==> src/rtl/spi_cmd_master.sv <==
module spi_cmd_master #(
  parameter int HALF  = 2,
  parameter int BYTES = 8
) (
  input  logic                       clk,
  input  logic                       rst_n,
  input  logic                       buf_we,
  input  logic [$clog2(BYTES)-1:0]   buf_idx,
  input  logic [7:0]                 buf_wdata,
  input  logic                       len_we,
  input  logic [$clog2(BYTES):0]     len_wdata,
  input  logic                       start,
  output logic                       busy,
  output logic                       done,
  output logic                       spi_cs_n,
  output logic                       spi_sclk,
  output logic                       spi_mosi,
  input  logic                       spi_miso
);
  localparam int IW = $clog2(BYTES);
  localparam int LW = IW + 1;
  localparam int BW = IW + 3;
  localparam int CW = $clog2(HALF + 1);

  typedef enum logic [1:0] {S_IDLE, S_RUN, S_HOLD} st_t;

  st_t                st;
  logic [8*BYTES-1:0] bmem;
  logic [LW-1:0]      len_r, len_eff;
  logic [BW-1:0]      bit_n;
  logic [IW-1:0]      last_byte;
  logic [CW-1:0]      cnt;
  logic               tick, miso_unused;

  assign miso_unused = spi_miso;
  assign len_eff     = (len_r > LW'(BYTES)) ? LW'(BYTES) : len_r;
  assign tick        = (cnt == CW'(HALF - 1));
  assign busy        = (st != S_IDLE);
  assign spi_mosi    = (st == S_RUN) && bmem[{bit_n[BW-1:3], ~bit_n[2:0]}];

  always_ff @(posedge clk or negedge rst_n)
    if (!rst_n) begin
      bmem  <= '0;
      len_r <= '0;
    end else if (!busy) begin
      if (buf_we) bmem[buf_idx*8 +: 8] <= buf_wdata;
      if (len_we) len_r <= len_wdata;
    end

  always_ff @(posedge clk or negedge rst_n)
    if (!rst_n) begin
      st        <= S_IDLE;
      cnt       <= '0;
      spi_sclk  <= 1'b0;
      spi_cs_n  <= 1'b1;
      done      <= 1'b0;
      bit_n     <= '0;
      last_byte <= '0;
    end else begin
      done <= 1'b0;
      case (st)
        S_IDLE:
          if (start) begin
            if (len_eff == '0) done <= 1'b1;
            else begin
              st        <= S_RUN;
              spi_cs_n  <= 1'b0;
              cnt       <= '0;
              bit_n     <= '0;
              last_byte <= IW'(len_eff - LW'(1));
            end
          end
        S_RUN:
          if (tick) begin
            cnt <= '0;
            if (!spi_sclk) spi_sclk <= 1'b1;
            else begin
              spi_sclk <= 1'b0;
              if (bit_n == {last_byte, 3'b111}) st <= S_HOLD;
              else bit_n <= bit_n + BW'(1);
            end
          end else cnt <= cnt + CW'(1);
        default:
          if (tick) begin
            cnt      <= '0;
            spi_cs_n <= 1'b1;
            done     <= 1'b1;
            st       <= S_IDLE;
          end else cnt <= cnt + CW'(1);
      endcase
    end

  AST_IDLE_CLK_LOW: assert property (@(posedge clk) disable iff (!rst_n)
    !busy |-> !spi_sclk);
  AST_MOSI_HELD: assert property (@(posedge clk) disable iff (!rst_n)
    (spi_sclk && $past(spi_sclk)) |-> $stable(spi_mosi));
  AST_EDGE_IN_FRAME: assert property (@(posedge clk) disable iff (!rst_n)
    $rose(spi_sclk) |-> !spi_cs_n);
  AST_RELEASE_DONE: assert property (@(posedge clk) disable iff (!rst_n)
    $rose(spi_cs_n) |-> (done && !busy));
  AST_DONE_SINGLE: assert property (@(posedge clk) disable iff (!rst_n)
    done |=> !done);
  AST_BUF_LOCKED: assert property (@(posedge clk) disable iff (!rst_n)
    busy |=> ($stable(bmem) && $stable(len_r)));
  AST_ZERO_LEN: assert property (@(posedge clk) disable iff (!rst_n)
    (!busy && start && len_eff == '0) |=> (done && spi_cs_n));
endmodule

==> config.mk <==
export PLATFORM = sky130hd
export DESIGN_NAME = spi_cmd_master
export DESIGN_NICKNAME = d
export VERILOG_FILES = /design/src/rtl/spi_cmd_master.sv
export SDC_FILE = /design/constraint.sdc
export NUM_CORES = 1
export LEC_CHECK = 0
export BUFFER_PORTS_ARGS = -buffer_cell sky130_fd_sc_hd__clkbuf_2
export CORE_ASPECT_RATIO = 1.5
export CORE_MARGIN = 4
export CORE_UTILIZATION = 35
export CTS_CLUSTER_SIZE = 30
export DETAILED_ROUTE_END_ITERATION = 16
export PLACE_DENSITY = 0.53
export SYNTH_ARGS = -nofsm -noshare
export SYNTH_HDL_FRONTEND = slang
export SYNTH_SLANG_ARGS = --single-unit
==> constraint.sdc <==
create_clock -name clk -period 2.76 [get_ports clk]
set_clock_uncertainty 0.2 [all_clocks]
set_input_delay 0.138 -clock clk [delete_from_list [all_inputs] [get_ports clk]]
set_output_delay 0.138 -clock clk [all_outputs]
set_load 0.01 [all_outputs]
**Word-level counts from Yosys, hierarchy flattened**

Cells that the tools add are included.

- Bits in registers: 84
- Bits in latches: 0
- Bits in writable memories: 0
- ROM bits: 0
- Input bits: 21
- Logic and storage cells: 74
- Memories: 0

- $add $sub $neg: 4
- $mul: 0
- Divide/modulo/power cells: 0
- Magnitude comparators: 2
- Equality and inequality tests: 9
- Shift operators: 2
- Mux-type cells: 30
- Bitwise operators: 4
- Reductions and logical operators: 14

Operator list:

| operator | count |
|---|---|
| $bwmux W64 | 1 |
| $shift A8 B34 Y64 const A | 1 |
| $shiftx A8 B34 Y64 | 1 |
| $neg A6 Y34 | 1 |
| $mux W6 | 5 |
| $mux W2 | 10 |
| $pmux W6 S2 | 1 |
| $reduce_and A6 Y1 | 2 |
| $ne A2 B2 Y1 const B | 5 |
| $mux W1 | 8 |
| $reduce_and A2 Y1 | 4 |
| $lt A6 B7 Y1 const B | 1 |
| $add A6 B1 Y6 const B | 1 |
| $bmux W1 S6 | 1 |
| $eq A6 B6 Y1 | 1 |
| $reduce_bool A2 Y1 | 3 |
| $eq A2 B1 Y1 const B | 2 |
| $gt A4 B4 Y1 const B | 1 |
| $logic_not A4 Y1 | 1 |
| $mux W4 | 1 |
| $pmux W1 S2 | 2 |
| $pmux W2 S2 | 1 |
| $reduce_and A4 Y1 | 1 |
| $not A1 Y1 | 3 |
| other kinds (7) | 7 |

**Logic depth before layout (Yosys ltp)**

Gate-level depths: netlist (run 1).

- Depth after elaboration: 6
- Gate-level depth with buffers: 9
- Depth with buffers taken out: 8

**Least setup slack after synthesis (run 1)**

No wires, ideal clock.

- Kind: reg-to-reg
- Start point: reg len_r[3]
- End point: reg bit_n[4]
- Library setup time: 66 ps
- Arrival time: 1866 ps
- Data required time: 2494 ps
- Setup slack: 628 ps
- Stages on the path, launching flop included: 8
- Path buffers: 1
- Period minus slack after synthesis: 2132 ps
- Cells stage by stage: dfrtp_1 -> nand2b_1 -> ha_1 -> or3b_1 -> and3_1 -> clkbuf_1 -> or4_1 -> nand2_1

- Word-level cells in the longest chain between the ends: 5

Ends and longest elaborated chain:

| what | line | text |
|---|---|---|
| start: declaration | 29 | `logic [LW-1:0] len_r, len_eff;` |
| start signal: assignment | 47 | `if (len_we) len_r <= len_wdata;` |
| $gt A4 B4 Y1 | 36 | `assign len_eff = (len_r > LW'(BYTES)) ? LW'(BYTES) : len_r;` |
| $mux W4 (*) | 36 |  |
| $logic_not A4 Y1 (*) | 64 | `if (len_eff == '0) done <= 1'b1;` |
| $ne A2 B2 Y1 (no source line) (*) | - |  |
| $reduce_and A6 Y1 (no source line) (*) | - |  |
| end signal: assignment | 80 | `else bit_n <= bit_n + BW'(1);` |
| end: declaration | 30 | `logic [BW-1:0] bit_n;` |

Every way passes the cells marked *; elsewhere a longest branch is shown, timed or not.
A chain may end at the register's enable or synchronous reset.

**Final worst setup path (run 1)**

- Start point: reg bit_n[0]
- End point: out spi_mosi

- Word-level cells in the longest chain between the ends: 4

Ends and longest elaborated chain:

| what | line | text |
|---|---|---|
| $not A3 Y3 | 39 | `assign spi_mosi = (st == S_RUN) && bmem[{bit_n[BW-1:3], ~bit_n[2:0]}];` |
| $bmux W1 S6 | 39 |  |
| $mux W1 (not written as such) | 39 |  |
| $logic_and A1 B1 Y1 | 39 |  |
| end: declaration | 17 | `output logic spi_mosi,` |

Every way passes these cells. The select of a mux whose other input is x is not followed.

==> results of run 1 <==
[cell usage after synthesis, drive strengths merged, types with 2 or more instances]
cell type and instances:
mux2 34, and3 2, nand3b 2, mux4 18
mux2i 2, and2 4, buf 4, clkbuf 14
xnor2 5, ha 5, nor2b 6, xor2 4
nor2 11, nand2b 5, nand3 7, inv 6
a211oi 3, o211ai 3, o21ai 41, or3b 2
nand2 92, dfrtp 83
[worst min-delay path by stage]
stage	cells past startpoint	end	slack [ns]
2_1_floorplan	0	bit_n[0]	-0.36
3_3_place_gp	2	len_r[2]	0.17
3_5_place_dp	2	len_r[1]	0.18
4_1_cts	3	bmem[51]	0.0002
5_1_grt	3	bmem[12]	0.03
6_report	3	bmem[51]	-0.002
[cell families (layout without fill, tap and decap cells)]
family,after synthesis,count (layout),synth area share [%]
AND/OR/NAND/NOR,138,138,15.3
buffers and inverters,24,78,2.51
XOR/XNOR,9,9,1.90
AO/OA/AOI/OAI,55,55,7.82
adder cells (fa/ha/maj),5,5,1.51
multiplexers,54,54,20.2
flip-flops,84,84,50.8
[tightest hold or removal path, stage by stage]
cell	delay (ns)
clkbuf_2	0.19
nand2_1	0.09
o21ai_0	0.06
[final cells by class]
cell class,count,area (µm²)
well taps,150,188
fillers,1140,6550
flip-flops and latches,84,2100
clock buffers,9,225
multi-input cells,261,1940
inverters,6,22.5
repair buffers,56,427
clock inverters,7,75.1
[flip-flops by register name (all words and copies together), names as in the netlist]
name and cells:
bmem 64, bit_n 6, len_r 4, last_byte 3, cnt 2, st 2
done 1, spi_cs_n 1, spi_sclk 1
[per-layer routing]
| layer | vias up | track usage [%] | wire, µm |
|---|---|---|---|
| met3 | 12 | 3.76 | 287 |
| met4 | 0 | 5.55 | 208 |
| met2 | 48 | 26.9 | 5120 |
| met1 | 1404 | 17.4 | 3970 |
| met5 | - | 0 | 0 |
| li1 | 1392 | - | - |
[through the flow]
stage               hold WS (ns)  std cells  instance area, µm²  setup TNS (ns)  utilization (%)
floorplan                 -0.358        369                4140               0                -
global placement           0.172        536                4470               0             38.7
detailed placement         0.178        536                4470               0             38.7
CTS                     0.000171        564                4890               0             42.4
global route              0.0289        573                4980        -0.00531             43.2
finish                  -0.00169        573                4980               0             43.2
[layout by cell type (no fill, tap or decap), types with 2 or more instances in the layout]
cell type       n
and3_1          2
o211ai_1        3
a211oi_1        3
nand3_1         6
mux2_2         34
clkinvlp_4      3
nor2b_1         5
dfrtp_1        82
inv_6           2
xor2_1          4
nand3b_1        2
or3b_1          2
clkbuf_2       23
buf_4          18
and2_1          3
o21ai_0        41
mux4_2         11
ha_1            5
xnor2_1         5
inv_1           6
nand2_1        92
mux2i_1         2
clkbuf_16      10
dlygate4sd3_1  12
nor2_1         10
nand2b_1        4
mux4_1          7
[report_power, final]
group          leakage (nW)  switching [mW]  total (mW)  internal [mW]
clock                 0.138           0.516        1.22          0.706
sequential             1.13           0.131        1.52           1.39
combinational         0.974           0.606        1.22          0.612
total                  2.25            1.25        3.96           2.70
[repair_timing]
| action | in CTS | in global routing |
|---|---|---|
| buffers inserted | 0 | 8 |
| setup endpoints to repair | 1 | 1 |
| hold buffers | 12 | 0 |
| hold endpoints to repair | 109 | 0 |
| resized for setup | 2 | 3 |
| cloned | 0 | 1 |
==> metrics, run 1 <==
CTS sink count 84; Critical path destination spi_mosi; failing checks hold timing; # setup viols final 0; Die Wd 96.8 µm; Largest delay share family, worst path multiplexers; Reg2Reg Depth 10; Total GRT Usage 15.0%; die area 0.0137 mm²; Hold Crit Class in2reg; initial antenna violation count 0; reg-to-reg startpoint bit_n[0]; Initial DRC Count 124; number of synthesized flops with an enable pin 0; pin count of the biggest net entering global routing 85; Antenna Cells 0; WL per Instance 16.7 µm; post-synthesis cell type count 45; core area 0.0115 mm²; Critical Path Source bit_n[0]; Post-Synthesis Cell Area 0.00414 mm²; r2r endpoint bit_n[4]; Post-DRT Antenna Nets 0; CTS tree yes; CP required 2.42 ns; latest clock arrival within the worst-skew pair 0.34 ns; Post-DP HPWL 6500 µm; relative slew slack 28.1%; r2r setup slk 0.32 ns; minimum clock period 2.68 ns; CP bufs+invs 2; Crit. End Element primary output; Pwr Density 795 mW/mm²; routed vias 2,856; final hold violation count 1; Worst Tran Pin Value 1.08 ns; Clock Pin Slew Worst Setup and Hold Paths 0.06 ns; die height 141 µm; leakage power 2.25 nW; CP arrival 2.34 ns; total CTS buffers 9; CP max FO 7; total power 3.96 mW; YS warnings 0; # DRC 0; CP cell instances buf_6 > mux4_1 > mux4_2 > nor2b_2 > o31ai_2 > clkbuf_2; first-pass GRT wire length 16,000 µm; Initial Util 35.9%; synth top area cells dfrtp_1, mux2_2, nand2_1; FFs w/ async S/R, synth 100%; post-synthesis sequential area ratio 50.8%; Fmax achieved 373 MHz; Final Cycle Share 97.2%; CP max-delay cell mux4_1; Port Buffer Count 24; syn_nets 395; critical path depth in cells 6; CTS Buffer Depth 2; FF+latch count, synth 84; hold_ws -0.00169 ns; cell count after synthesis 369; Yosys top cell area share 50.1%; io pins 26; RePlAce Congestion 0.779; CTS root buf clkbuf_16; share of cells above drive strength 1 26.7%; Post-Syn Area per Cell 11.2 µm²; # nets final 444; Area Growth Syn to Fin 20.1%; crit path launch type flip-flop; Crit Path Class reg2out; fin. max-slew vios 0; number of max-cap violations 0; Routed Wire Length 9590 µm; Remaining Overflow, GRT 0; Most used DFF post-synth dfrtp_1; DR pass1 iterations 4; vias in the first global route 3,010; VDD IR max 0.312 mV; HP Start buf_wdata[3]; pre-CTS setup slack 0.351 ns; Worst path max stage delay 0.57 ns; vias per inst 4.98; PnR worst setup slack 0.0784 ns; cell taking the most area after synthesis dfrtp_1; cell row count 48; maximum level of the CTS H-tree 3; outcome complete, but fails checks
(Power assumes the default switching activity.)
==> run 2, diff against run 1 <==
==> constraint.sdc (replaced) <==
create_clock -name clk -period 3.12 [get_ports clk]
set_clock_uncertainty 0.2 [all_clocks]
set_input_delay 0.156 -clock clk [delete_from_list [all_inputs] [get_ports clk]]
set_output_delay 0.156 -clock clk [all_outputs]
set_load 0.01 [all_outputs]
==> metrics, run 2 (synthesis results as in run 1) <==
# setup viols final 0; VDD IR max 0.247 mV; DR pass1 iterations 4; final hold violation count 0; crit path launch type flip-flop; Final Cycle Share 91.1%; CTS tree yes; CTS root buf clkbuf_16; Initial Util 35.9%; multi-input logic area 0.00194 mm²; io pins 26; vias in the first global route 2,975; # DRC 0; Clock Pin Slew Worst Setup and Hold Paths 0.06 ns; Initial DRC Count 113; max FFs per register 64; Worst path max stage delay 0.62 ns; share of cells above drive strength 1 23.9%; core area 0.0115 mm²; die height 141 µm; combinational share of power 27.9%; Antenna Cells 0; setup TNS 0 ns; register area 0.00210 mm²; CTS sink count 84; Hold Crit Class in2reg; # nets final 427; Pwr Density 683 mW/mm²; r2r setup slk 0.87 ns; Switch Pwr 1.07 mW; CP cell instances buf_4 > mux4_1 > mux4_2 > nand2b_4 > nand3_2 > o31ai_2 > clkbuf_2; Fmax achieved 352 MHz; relative slew slack 26.9%; latest clock arrival within the worst-skew pair 0.35 ns; r2r endpoint bit_n[0]; Biggest register bmem; first-pass GRT wire length 15,600 µm; share of power burned in registers 40.8%; total power 3.27 mW; Remaining Overflow, GRT 0; Reg2Reg Depth 7; WHS Endpoint bmem[61]; CTS Buffer Depth 2; Post-DRT Antenna Nets 0; CP required 2.76 ns; number of max-cap violations 0; Area Growth Syn to Fin 15.7%; routed vias 2,831; CP arrival 2.49 ns; internal power 2.20 mW; Die Wd 96.8 µm; Crit Path Class reg2out; CP max-delay cell mux4_1; outcome finished, final reports clean; RePlAce Congestion 0.730; total CTS buffers 9; Largest regs bmem (64), bit_n (6), len_r (4); switching fraction of total power 32.6%; fin. max-slew vios 0; HP Start buf_wdata[5]; reg-to-reg startpoint bit_n[1]; Clk network pwr share 31.3%; leakage power 2.15 nW; Fill cells 1,167; commonest non-fill, non-tap cell in the layout nand2_1; die area 0.0137 mm²; cell row count 48; Post-DP HPWL 6440 µm; WL per Instance 16.9 µm; maximum level of the CTS H-tree 3; worst hold stages 3; Port Buffer Count 24; CP max FO 15; unrepaired setup endpoints after global routing false; most frequent cells in the layout nand2_1, dfrtp_1, o21ai_0, mux2_2, clkbuf_2; vias per inst 5.09; initial antenna violation count 0; Routed Wire Length 9420 µm; Total GRT Usage 14.8%; pin count of the biggest net entering global routing 85; Worst Tran Pin Value 1.10 ns; Crit. End Element primary output; minimum clock period 2.84 ns
-- run 2: layout make-up --
cell class                      instances  area share, %
Tap cell                              150           3.92
Sequential cell                        84           43.9
Multi-Input combinational cell        261           40.4
Timing Repair Buffer                   39           5.33
Clock buffer                           10           4.99
Clock inverter                          6           1.02
Inverter                                6          0.470
-- run 2: worst max path at each step --
| stage | startpoint | cells after the start | endpoint | slack [ns] |
|---|---|---|---|---|
| floorplan | bit_n[1] | 5 | spi_mosi | 0.98 |
| global placement | bit_n[0] | 7 | spi_mosi | 0.59 |
| detailed placement | bit_n[0] | 6 | spi_mosi | 0.61 |
| CTS | bit_n[0] | 6 | spi_mosi | 0.23 |
| global route | bit_n[0] | 6 | spi_mosi | 0.06 |
| finish | bit_n[0] | 7 | spi_mosi | 0.28 |
-- run 2: critical path: cells and delay by family, from the launching register on --
kind                   cells  cell delay (ns)
AOI/OAI and AO/OA          1             0.06
buffers and inverters      2             0.43
DFF                        1             0.35
and+or+nand+nor            2             0.21
muxes                      2             1.09
-- run 2: metal layers --
metal	routed length [µm]	part of all wire [%]	vias up	global-route usage [%]
met5	0	0	-	0
met4	163	1.7	0	5.55
met3	270	2.9	12	3.51
met2	5180	55	43	27.2
met1	3800	40	1415	16.4
li1	-	-	1361	-
-- run 2: what timing repair did --
item	4_1_cts	5_1_grt
endpoints found under the hold margin	93	0
resized for setup	0	0
setup buffers	0	0
setup endpoints to repair	0	0
hold buffers	8	0
-- run 2: per-stage QoR --
| step | utilization [%] | hold slack [ns] | cell area [µm²] | setup WS, ns | std cells |
|---|---|---|---|---|---|
| 6_report | 41.6 | 0.00587 | 4790 | 0.277 | 556 |
| 5_1_grt | 41.6 | 0.00534 | 4790 | 0.0602 | 556 |
| 4_1_cts | 41.6 | 0.00127 | 4790 | 0.235 | 556 |
| 3_5_place_dp | 38.4 | 0.193 | 4420 | 0.606 | 532 |
| 3_3_place_gp | 38.4 | 0.190 | 4420 | 0.589 | 532 |
| 2_1_floorplan | - | -0.340 | 4140 | 0.978 | 369 |
-- run 2: power groups by stage --
stage | Sequential, mW | Clock, mW | Combinational, mW
floorplan | 1.33 | 0 | 0.670
global placement | 1.35 | 0 | 0.919
detailed placement | 1.36 | 0 | 0.923
CTS | 1.34 | 1.05 | 0.936
global route | 1.36 | 1.10 | 1.03
finish | 1.34 | 1.02 | 0.913
